**src/rtl/booth_mul_pkg.sv**
```systemverilog
package booth_mul_pkg;
  typedef enum logic [1:0] {
    ACT_NONE = 2'd0,
    ACT_ADD  = 2'd1,
    ACT_SUB  = 2'd2
  } booth_act_e;

  typedef struct packed {
    booth_act_e act;
    logic       dbl;
    logic       nxt_carry;
  } booth_ctl_t;
endpackage

```
**src/rtl/booth_recode.sv**
```systemverilog
module booth_recode
  import booth_mul_pkg::*;
(
  input  logic [1:0] pair_i,
  input  logic       carry_i,
  output booth_ctl_t ctl_o
);
  always_comb begin
    case ({carry_i, pair_i})
      3'b000:  ctl_o = '{act: ACT_NONE, dbl: 1'b0, nxt_carry: 1'b0};
      3'b001:  ctl_o = '{act: ACT_ADD,  dbl: 1'b0, nxt_carry: 1'b0};
      3'b010:  ctl_o = '{act: ACT_SUB,  dbl: 1'b1, nxt_carry: 1'b1};
      3'b011:  ctl_o = '{act: ACT_SUB,  dbl: 1'b0, nxt_carry: 1'b1};
      3'b100:  ctl_o = '{act: ACT_ADD,  dbl: 1'b0, nxt_carry: 1'b0};
      3'b101:  ctl_o = '{act: ACT_ADD,  dbl: 1'b1, nxt_carry: 1'b0};
      3'b110:  ctl_o = '{act: ACT_SUB,  dbl: 1'b0, nxt_carry: 1'b1};
      default: ctl_o = '{act: ACT_NONE, dbl: 1'b0, nxt_carry: 1'b1};
    endcase
  end
endmodule

```
**src/rtl/booth_addend.sv**
```systemverilog
module booth_addend
  import booth_mul_pkg::*;
#(
  parameter int WIDTH = 32
) (
  input  logic [WIDTH-1:0] acc_i,
  input  logic [WIDTH-1:0] bsh_i,
  input  booth_ctl_t       ctl_i,
  output logic [WIDTH-1:0] sum_o
);
  logic [WIDTH-1:0] operand;

  always_comb begin
    operand = ctl_i.dbl ? {bsh_i[WIDTH-2:0], 1'b0} : bsh_i;
    case (ctl_i.act)
      ACT_ADD: sum_o = acc_i + operand;
      ACT_SUB: sum_o = acc_i - operand;
      default: sum_o = acc_i;
    endcase
  end
endmodule

```
**src/rtl/booth_mul_ctrl.sv**
```systemverilog
module booth_mul_ctrl #(
  parameter  int STEPS = 16,
  localparam int CNT_W = $clog2(STEPS + 1)
) (
  input  logic             clk,
  input  logic             rst_n,
  input  logic             start_i,
  input  logic             last_i,
  output logic             load_o,
  output logic             step_o,
  output logic             finish_o,
  output logic             busy_o,
  output logic             done_o,
  output logic [CNT_W-1:0] cnt_o
);
  logic             busy_q, busy_d;
  logic             done_q, done_d;
  logic [CNT_W-1:0] cnt_q, cnt_d;

  always_comb begin
    load_o   = start_i && !busy_q;
    step_o   = busy_q;
    finish_o = busy_q && (last_i || (cnt_q == CNT_W'(STEPS - 1)));
    busy_d   = busy_q;
    cnt_d    = cnt_q;
    done_d   = finish_o;
    if (load_o) begin
      busy_d = 1'b1;
      cnt_d  = '0;
    end else if (step_o) begin
      cnt_d = cnt_q + 1'b1;
      if (finish_o) busy_d = 1'b0;
    end
  end

  always_ff @(posedge clk or negedge rst_n) begin
    if (!rst_n) begin
      busy_q <= 1'b0;
      done_q <= 1'b0;
      cnt_q  <= '0;
    end else begin
      busy_q <= busy_d;
      done_q <= done_d;
      if (load_o || step_o) cnt_q <= cnt_d;
    end
  end

  assign busy_o = busy_q;
  assign done_o = done_q;
  assign cnt_o  = cnt_q;

  // the iteration counter stays below the cap while running
  assert_step_cap_R6: assert property (@(posedge clk) disable iff (!rst_n)
    busy_q |-> (cnt_q < CNT_W'(STEPS)));

  // a start pulse during an operation does not restart the count
  assert_start_ignored_R8: assert property (@(posedge clk) disable iff (!rst_n)
    (busy_q && start_i) |=> (cnt_q != '0));
endmodule

```
**src/rtl/booth_iter_mul.sv**
```systemverilog
module booth_iter_mul
  import booth_mul_pkg::*;
#(
  parameter int WIDTH = 32
) (
  input  logic             clk,
  input  logic             rst_n,
  input  logic             start_i,
  input  logic [WIDTH-1:0] mcand_i,
  input  logic [WIDTH-1:0] mplier_i,
  input  logic [WIDTH-1:0] acc_i,
  input  logic             acc_en_i,
  output logic             busy_o,
  output logic             done_o,
  output logic [WIDTH-1:0] result_o
);
  localparam int STEPS = WIDTH / 2;
  localparam int CNT_W = $clog2(STEPS + 1);

  logic [WIDTH-1:0] acc_q, acc_d, acc_sum;
  logic [WIDTH-1:0] mreg_q, mreg_d;
  logic [WIDTH-1:0] bsh_q, bsh_d;
  logic [WIDTH-1:0] result_q;
  logic             carry_q, carry_d;
  logic             load, step, finish, last, dp_en;
  logic [CNT_W-1:0] cnt;
  booth_ctl_t       ctl;

  booth_recode u_recode (
    .pair_i  (mreg_q[1:0]),
    .carry_i (carry_q),
    .ctl_o   (ctl)
  );

  booth_addend #(.WIDTH(WIDTH)) u_addend (
    .acc_i (acc_q),
    .bsh_i (bsh_q),
    .ctl_i (ctl),
    .sum_o (acc_sum)
  );

  booth_mul_ctrl #(.STEPS(STEPS)) u_ctrl (
    .clk      (clk),
    .rst_n    (rst_n),
    .start_i  (start_i),
    .last_i   (last),
    .load_o   (load),
    .step_o   (step),
    .finish_o (finish),
    .busy_o   (busy_o),
    .done_o   (done_o),
    .cnt_o    (cnt)
  );

  always_comb begin
    last  = (mreg_q[WIDTH-1:2] == '0) && !ctl.nxt_carry;
    dp_en = load || step;
    if (load) begin
      acc_d   = acc_en_i ? acc_i : '0;
      mreg_d  = mplier_i;
      bsh_d   = mcand_i;
      carry_d = 1'b0;
    end else begin
      acc_d   = acc_sum;
      mreg_d  = {2'b00, mreg_q[WIDTH-1:2]};
      bsh_d   = {bsh_q[WIDTH-3:0], 2'b00};
      carry_d = ctl.nxt_carry;
    end
  end

  always_ff @(posedge clk or negedge rst_n) begin
    if (!rst_n) begin
      acc_q    <= '0;
      mreg_q   <= '0;
      bsh_q    <= '0;
      carry_q  <= 1'b0;
      result_q <= '0;
    end else begin
      if (dp_en) begin
        acc_q   <= acc_d;
        mreg_q  <= mreg_d;
        bsh_q   <= bsh_d;
        carry_q <= carry_d;
      end
      if (finish) result_q <= acc_sum;
    end
  end

  assign result_o = result_q;

  // completion is a single-cycle pulse
  assert_done_pulse_R7: assert property (@(posedge clk) disable iff (!rst_n)
    done_o |=> !done_o);

  // busy and done never overlap
  assert_busy_done_excl_R7: assert property (@(posedge clk) disable iff (!rst_n)
    !(busy_o && done_o));

  // completion only once the multiplier and carry are exhausted, or at the cap
  assert_early_stop_R5: assert property (@(posedge clk) disable iff (!rst_n)
    done_o |-> (((mreg_q == '0) && !carry_q) || (cnt == CNT_W'(STEPS))));

  // a zero Booth digit leaves the accumulator untouched
  assert_zero_digit_R4: assert property (@(posedge clk) disable iff (!rst_n)
    (step && (ctl.act == ACT_NONE)) |=> (acc_q == $past(acc_q)));
endmodule

```
**config.mk**
```make
export PLATFORM = sky130hd
export DESIGN_NAME = booth_iter_mul
export DESIGN_NICKNAME = d
export VERILOG_FILES = /design/src/rtl/booth_mul_pkg.sv /design/src/rtl/booth_recode.sv /design/src/rtl/booth_addend.sv /design/src/rtl/booth_mul_ctrl.sv /design/src/rtl/booth_iter_mul.sv
export SDC_FILE = /design/constraint.sdc
export NUM_CORES = 1
export LEC_CHECK = 0
export BUFFER_PORTS_ARGS = -buffer_cell sky130_fd_sc_hd__buf_2
export CAP_MARGIN = 25
export CORE_ASPECT_RATIO = 0.8
export CORE_MARGIN = 3
export CORE_UTILIZATION = 55
export DETAILED_ROUTE_END_ITERATION = 16
export PLACE_DENSITY = 0.77
export SYNTH_ARGS = -nofsm -noshare
export SYNTH_HDL_FRONTEND = slang
export SYNTH_HIERARCHICAL = 1
export SYNTH_SLANG_ARGS = --single-unit
```
**constraint.sdc**
```tcl
create_clock -name clk -period 7.87 [get_ports clk]
set_clock_uncertainty 0.15 [all_clocks]
set_input_delay 0.3935 -clock clk [delete_from_list [all_inputs] [get_ports clk]]
set_output_delay 0.3935 -clock clk [all_outputs]
set_load 0.01 [all_outputs]
```
==> results.md, run 1 <==
- Clock root cell: clkbuf_16
- Worst Tran Pin Value: between 0.9 and 1 ns
- Post-Route WL: 25.0 mm
- Overall routing resource usage: 25.6%
- H-tree depth: 4
- CORE AREA: between 0.015 and 0.02 mm²
- Residual DRC: 0
- Max-Cap Viols: 0
- Pre-antenna DRT Iters: 6
- Setup_tns: 0 ns
- Layout Nets: approximately 1300
- Synth warnings: 6
- Post-route ant nets: 0
- Syn_nets: approximately 1300
- Fmax: between 0.15 and 0.2 GHz
- Fin. Hold Viols: 0
- Post-Syn Area: 0.00972 mm²
- Critical path type: reg2reg
- Share of cells above drive strength 1: roughly 20%
- Distinct cell type count after synthesis: a little over 70
- Status: finished, final reports clean
- Synthesized instance count: ~1100
- Largest net degree at the start of global routing: around 120
- Chip width: ~150 µm
- Number of synthesized flops with an enable pin: 0
- # Post-CTS Setup Buffers: 0
- Slew Limit Headroom: 34.5%
- Fillers: 1386
- Register area share after synthesis: between 30% and 40%
- Die area: between 0.015 and 0.02 mm²
- Clk slew on worst S/H paths: approximately 0.06 ns
- Vias per std cell: 6.03
- DR iter-0 viols: 1180
- Area contributors post-synth: dfrtp_1 35%, mux2i_1 11%, o21ai_0 6.8%, nand2_1 6.6%, ha_1 4.5%
- Die height: ~120 µm
- Setup-failing EPs final: 0
- Synth Register Bits: 136
- Io pins: roughly 130
- CP Launch Type: flip-flop
- RSZ-0062 raised after global routing: false
- Fin crit period: 5.97 ns
- Crit path required time: between 8 and 9 ns
- Cell row count: between 40 and 50
- Max Root-Sink Buffers: 2
- Ys flop type: dfrtp_1
- Cts bufs inserted: 17
- Tightest Hold Check Type: in2reg
- CTS tree: yes
- Crit-path max FO: 21
- Routability cong.: about 0.97
- Arrival @ worst endpoint: about 6.1 ns
- Commonest non-fill, non-tap cell in the layout: nand2_1
- Clock Latency Late Sink: between 0.4 and 0.5 ns
- Crit path capture type: flip-flop
- First-pass GRT wire length: ~40 mm
- Period utilisation layout: between 70% and 80%
- Syn avg cell area: 8.70 µm²
- Slew Viols, Final: 0
- Post-CTS sizing: 0
- FF/Latch Area: 0.00341 mm²
- Via count: between 8000 and 9000
- Vias in the first global route: between 7000 and 8000
- DPL Wire Length: 17.2 mm
- Share of Yosys cell area claimed by the top area cell type: 35.0%
- Area delta synth->final: 13.0%
- Leading area contributor after synthesis: dfrtp_1
- Per-cell routed wire length: ~17 µm
- Antenna cells: 0
- Area of the multi-input gates: ~0.0058 mm²
- Most frequent cells in the layout: 172 x nand2_1, 135 x dfrtp_1, 132 x o21ai_0, 132 x buf_2, 107 x mux2i_1
- Sink Count: about 140
- GR Overflow Total: 0
- Initial Util: 57.4%
- Synth async-reset ratio: 100%
- PortBufs: roughly 130
- Antenna violations before repair: 0
layout make-up:
type	count	share of cell area, %
clock buffer	21	4.28
clock inverter	10	1.30
inverter	16	0.547
multi-input combinational	886	53.1
sequential	136	31.0
tap	220	2.51
timing repair buffer	146	7.21
logic make-up (layout without fill, tap and decap cells):
kind of cell | Yosys count | count (layout) | synth area share, %
simple gates | 341 | 341 | 16.2
compound gates | 324 | 324 | 20.0
mux | 145 | 145 | 15.4
flops | 136 | 136 | 35.0
buf+inv | 95 | 193 | 5.07
xor+xnor | 40 | 40 | 3.60
fa+ha+maj | 36 | 36 | 4.71
timing repair:
action                                  CTS  global route
endpoints found under the setup margin    0             0
hold buffers                              1             0
hold endpoints to repair                 68             0
cell usage after synthesis, types with 16 or more instances:
cell type,instances
nand2_1,172
dfrtp_1,136
o21ai_0,132
mux2i_1,107
nor2_1,62
a21oi_1,61
clkbuf_1,41
mux2_2,36
ha_1,35
o21ai_1,27
xor2_1,21
xnor2_1,19
nand3_1,18
a21o_1,17
inv_1,16
sequential cells by signal, indices dropped and copies added (netlist names):
register and count:
acc_q 32, bsh_q 32, mreg_q 32, result_o 32
u_ctrl/cnt_o 5, carry_q 1, u_ctrl/busy_o 1, u_ctrl/done_o 1
path summary, 6_finish.rpt:
kind                                          startpoint                          end  slack, ns  depth (start not counted)
worst min-delay path                           acc_i[17]        acc_q[17]$_DFFE_PN0P_       0.03                          3
min in group asynchronous                          rst_n  u_ctrl/cnt_o[3]$_DFFE_PN0P_       0.38                          2
worst min register to register  result_o[11]$_DFFE_PN0P_     result_o[11]$_DFFE_PN0P_       0.35                          1
worst max register to register       carry_q$_DFFE_PN0P_     result_o[27]$_DFFE_PN0P_       1.90                         21
max in group asynchronous                          rst_n         bsh_q[8]$_DFFE_PN0P_       5.89                          3
worst max-delay path                 carry_q$_DFFE_PN0P_     result_o[27]$_DFFE_PN0P_       1.90                         21
worst max-delay path: stages, from the launching register on:
cell      delay (ns)
dfrtp_1         0.41
nand2b_1        0.19
o21ai_4         0.49
mux2i_1         0.33
ha_1            0.23
nor3b_1         0.46
nand2_1         0.20
or3_1           0.39
a21o_1          0.19
o21ai_0         0.06
o21ai_0         0.10
nand2_1         0.14
ha_1            0.32
and3_1          0.20
and3_1          0.21
a211oi_2        0.31
o211ai_1        0.25
a221o_1         0.41
a31oi_1         0.22
xor2_1          0.18
o21ai_0         0.12
mux2_2          0.30
per-layer routing:
layer | part of all wire (%) | vias to the layer above | global-route usage [%]
met2 | 41 | 329 | 34.4
met5 | 0 | - | 0
met3 | 7.3 | 22 | 5.42
li1 | - | 4179 | -
met1 | 51 | 4118 | 41.7
met4 | 0.85 | 0 | 5.66
through the flow:
step	utilization (%)	cells	hold slack, ns	worst slack [ns]	instance area, µm²
2_1_floorplan	-	1117	-0.0521	2.34	9720
3_3_place_gp	61.1	1402	0.282	2.22	10300
3_5_place_dp	61.1	1402	0.302	2.02	10300
4_1_cts	64.8	1434	0.0154	1.98	11000
5_1_grt	64.9	1435	0.0214	1.41	11000
6_report	64.9	1435	0.0268	1.90	11000
Power of run 1 is not shown: default switching activity piles up to over one toggle a cycle in this logic, so the estimate is an artifact.
==> inputs of run 2 (changes only) <==
ABC_AREA = 1   (was default)
CORE_UTILIZATION = 54   (was 55)
PLACE_DENSITY = 0.78   (was 0.77)
clock period = 5.02 ns   (was 7.87 ns; I/O delays follow)
==> run 2 against run 1 <==
Effect of this change:
- via count increased by 23%
- die area increased by 5.4%
- sequential share of layout area decreased by 3.6 points
- worst setup slack got worse by 1.4 ns
- critical endpoint is now result_o[28]$_DFFE_PN0P_
- highest routed layer unchanged
==> results.md, run 2 <==
- Distinct cell type count after synthesis: 41 (-43%)
- Antenna violations before repair: 0 (unchanged)
- Number of synthesized flops with an enable pin: 0 (unchanged)
- Slew Viols, Final: 0 (unchanged)
- Period utilisation layout: 90.7% (+15 points)
- Fillers: 1530 (+10%)
- RSZ-0062 raised after global routing: false
- H-tree depth: 4 (unchanged)
- Area contributors post-synth: dfrtp_1 34%, nand2_1 20%, nand3_1 6.8%, nor2_1 5.7%, ha_1 4.3%
- Post-route ant nets: 0 (unchanged)
- Slew Limit Headroom: 36.3% (+1.8 points)
- Synth warnings: 6 (unchanged)
- Register area share after synthesis: 33.8% (-1.2 points)
- Sink Count: 136 (unchanged)
- Layout Nets: 1834 (+37%)
- Post-Route WL: 32.0 mm (+28%)
- Antenna cells: 0 (unchanged)
- Largest net degree at the start of global routing: 99 (-19%)
- Critical path type: reg2reg
- Most frequent cells in the layout: 529 x nand2_1, 153 x nor2_1, 136 x nand3_1, 136 x dfrtp_1, 132 x buf_2
- Cell row count: 44 (+4.8%)
- Commonest non-fill, non-tap cell in the layout: nand2_1
- Per-cell routed wire length: 16.3 µm (-6.5%)
- Chip width: 159 µm (+2.7%)
- Routability cong.: 1.03 (+6.9%)
- Non-Filler Instances: 1964 (+37%)
- FF/Latch Area: 0.00340 mm² (-0.11%)
- Synthesized instance count: 1497 (+34%)
- Setup_tns: 0 ns (unchanged)
- Die area: 0.0204 mm² (+5.4%)
- Share of Yosys cell area claimed by the top area cell type: 33.8% (-1.2 points)
- Cts bufs inserted: 17 (unchanged)
- Fmax: 0.220 GHz (+31%)
- Max Root-Sink Buffers: 2 (unchanged)
- Crit path capture type: flip-flop
- Synth Register Bits: 136 (unchanged)
- Fin crit period: 4.55 ns (-1.42 ns)
- Ys flop type: dfrtp_1
- Placed cell count: 1834 (+31%)
- PortBufs: 133 (unchanged)
- Via count: 10700 (+23%)
- Die height: 128 µm (+2.6%)
- Syn avg cell area: 6.73 µm² (-23%)
- Tightest Hold Check Type: in2reg
- Count leader, synth: nand2_1
- Initial Util: 55.3% (-2.1 points)
- GR Overflow Total: 0 (unchanged)
- Final Util: 68.1% (+3.2 points)
- Post-Syn Area: 0.0101 mm² (+3.7%)
- Worst Tran Pin Value: 0.954 ns (-0.0289 ns)
- Fin. Hold Viols: 0 (unchanged)
- Area of the multi-input gates: 0.00588 mm² (+0.71%)
- # Post-CTS Setup Buffers: 0 (unchanged)
- Overall routing resource usage: 31.7% (+6.1 points)
- Synth async-reset ratio: 100% (unchanged)
- Crit path required time: 5.20 ns (-2.83 ns)
- Setup-failing EPs final: 0 (unchanged)
- DR iter-0 viols: 919 (-22%)
- Io pins: 134 (unchanged)
- Clk slew on worst S/H paths: 0.07 ns (about the same)
- Vias in the first global route: 10100 (+28%)
- Leading area contributor after synthesis: dfrtp_1
- Arrival @ worst endpoint: 4.73 ns (-1.40 ns)
- CTS tree: yes
- Area delta synth->final: 23.1%
- Vias per std cell: 5.43 (-9.9%)
- Share of cells above drive strength 1: 16.1% (-3.4 points)
- Pre-antenna DRT Iters: 5 (-1)
- CORE AREA: 0.0182 mm² (+7.7%)
- Crit-path max FO: 26 (+24%)
- CP Launch Type: flip-flop
- First-pass GRT wire length: 52.0 mm (+27%)
- Syn_nets: 1633 (+30%)
- Clock root cell: clkbuf_16
- Max-Cap Viols: 0 (unchanged)
- Status: finished, final reports clean
- Commonest cells in the synthesized netlist: 530 x nand2_1, 154 x nor2_1, 136 x dfrtp_1, 136 x nand3_1, 110 x inv_1
- Residual DRC: 0 (unchanged)
- DPL Wire Length: 22.3 mm (+29%)
- Clock Latency Late Sink: 0.44 ns (+0.02 ns)
[run 2: what timing repair did]
| item | CTS | global route |
|---|---|---|
| endpoints found under the setup margin | 0 | 4 |
| endpoints found under the hold margin | 194 | 0 |
| hold buffers | 98 | 0 |
| resized for setup | 0 | 1 |
[run 2: per-layer routing]
| metal | up-vias | GRT usage, % | routed length, µm |
|---|---|---|---|
| li1 | 5232 | - | - |
| met1 | 4991 | 43.7 | 14700 |
| met2 | 389 | 51.4 | 14500 |
| met3 | 50 | 6.04 | 2220 |
| met4 | 0 | 9.11 | 619 |
| met5 | - | 0 | 0 |
[run 2: final cells by class]
| cell class | count | share of cell area, % |
|---|---|---|
| clock buffer | 17 | 3.43 |
| sequential | 136 | 27.4 |
| multi-input combinational | 1181 | 47.4 |
| timing repair buffer | 244 | 14.1 |
| inverter | 118 | 3.63 |
| tap | 253 | 2.55 |
| clock inverter | 15 | 1.45 |
[run 2: path summary, 6_finish.rpt]
check,cells after the start,slack [ns],start,to
max,21,0.47,mreg_q[0]$_DFFE_PN0P_,result_o[28]$_DFFE_PN0P_
min,3,0.25,acc_en_i,acc_q[0]$_DFFE_PN0P_
max reg2reg,21,0.47,mreg_q[0]$_DFFE_PN0P_,result_o[28]$_DFFE_PN0P_
min reg2reg,1,0.34,result_o[4]$_DFFE_PN0P_,result_o[4]$_DFFE_PN0P_
max in group asynchronous,3,3.35,rst_n,acc_q[2]$_DFFE_PN0P_
min in group asynchronous,2,0.32,rst_n,bsh_q[12]$_DFFE_PN0P_
[run 2: stage by stage]
step	setup WS [ns]	hold slack (ns)	area, µm²
after floorplan	1.33	-0.195	10100
after global placement	0.503	0.244	10800
after detailed placement	0.459	0.251	10800
after CTS	0.420	0.229	12400
after global routing	0.0997	0.268	12400
final	0.467	0.253	12400
[run 2: critical path, stage by stage (launching register included)]
cell     delay, ns
dfrtp_1       0.43
nor2_2        0.16
nand2_1       0.10
nand2_4       0.26
buf_4         0.26
o21ai_1       0.13
nor2_2        0.13
nand3_2       0.11
nor2_2        0.14
nand3_2       0.14
o21ai_1       0.18
xor2_1        0.29
ha_1          0.35
a21oi_1       0.25
o21ai_0       0.21
a21oi_1       0.40
nor2_1        0.07
nor2_1        0.16
nand3_1       0.09
nand3_1       0.08
nand2_1       0.09
mux2_2        0.27
[run 2: cells by family (layout without fill, tap and decap cells)]
group	after synthesis	after routing	share of synthesized area [%]
fa+ha+maj	36	36	4.54
compound gates	194	194	10.7
xor+xnor	28	28	2.43
mux	32	32	3.57
flops	136	136	33.8
buf+inv	180	394	7.99
simple gates	891	891	37.0
Power of run 2 is left out for the same reason.
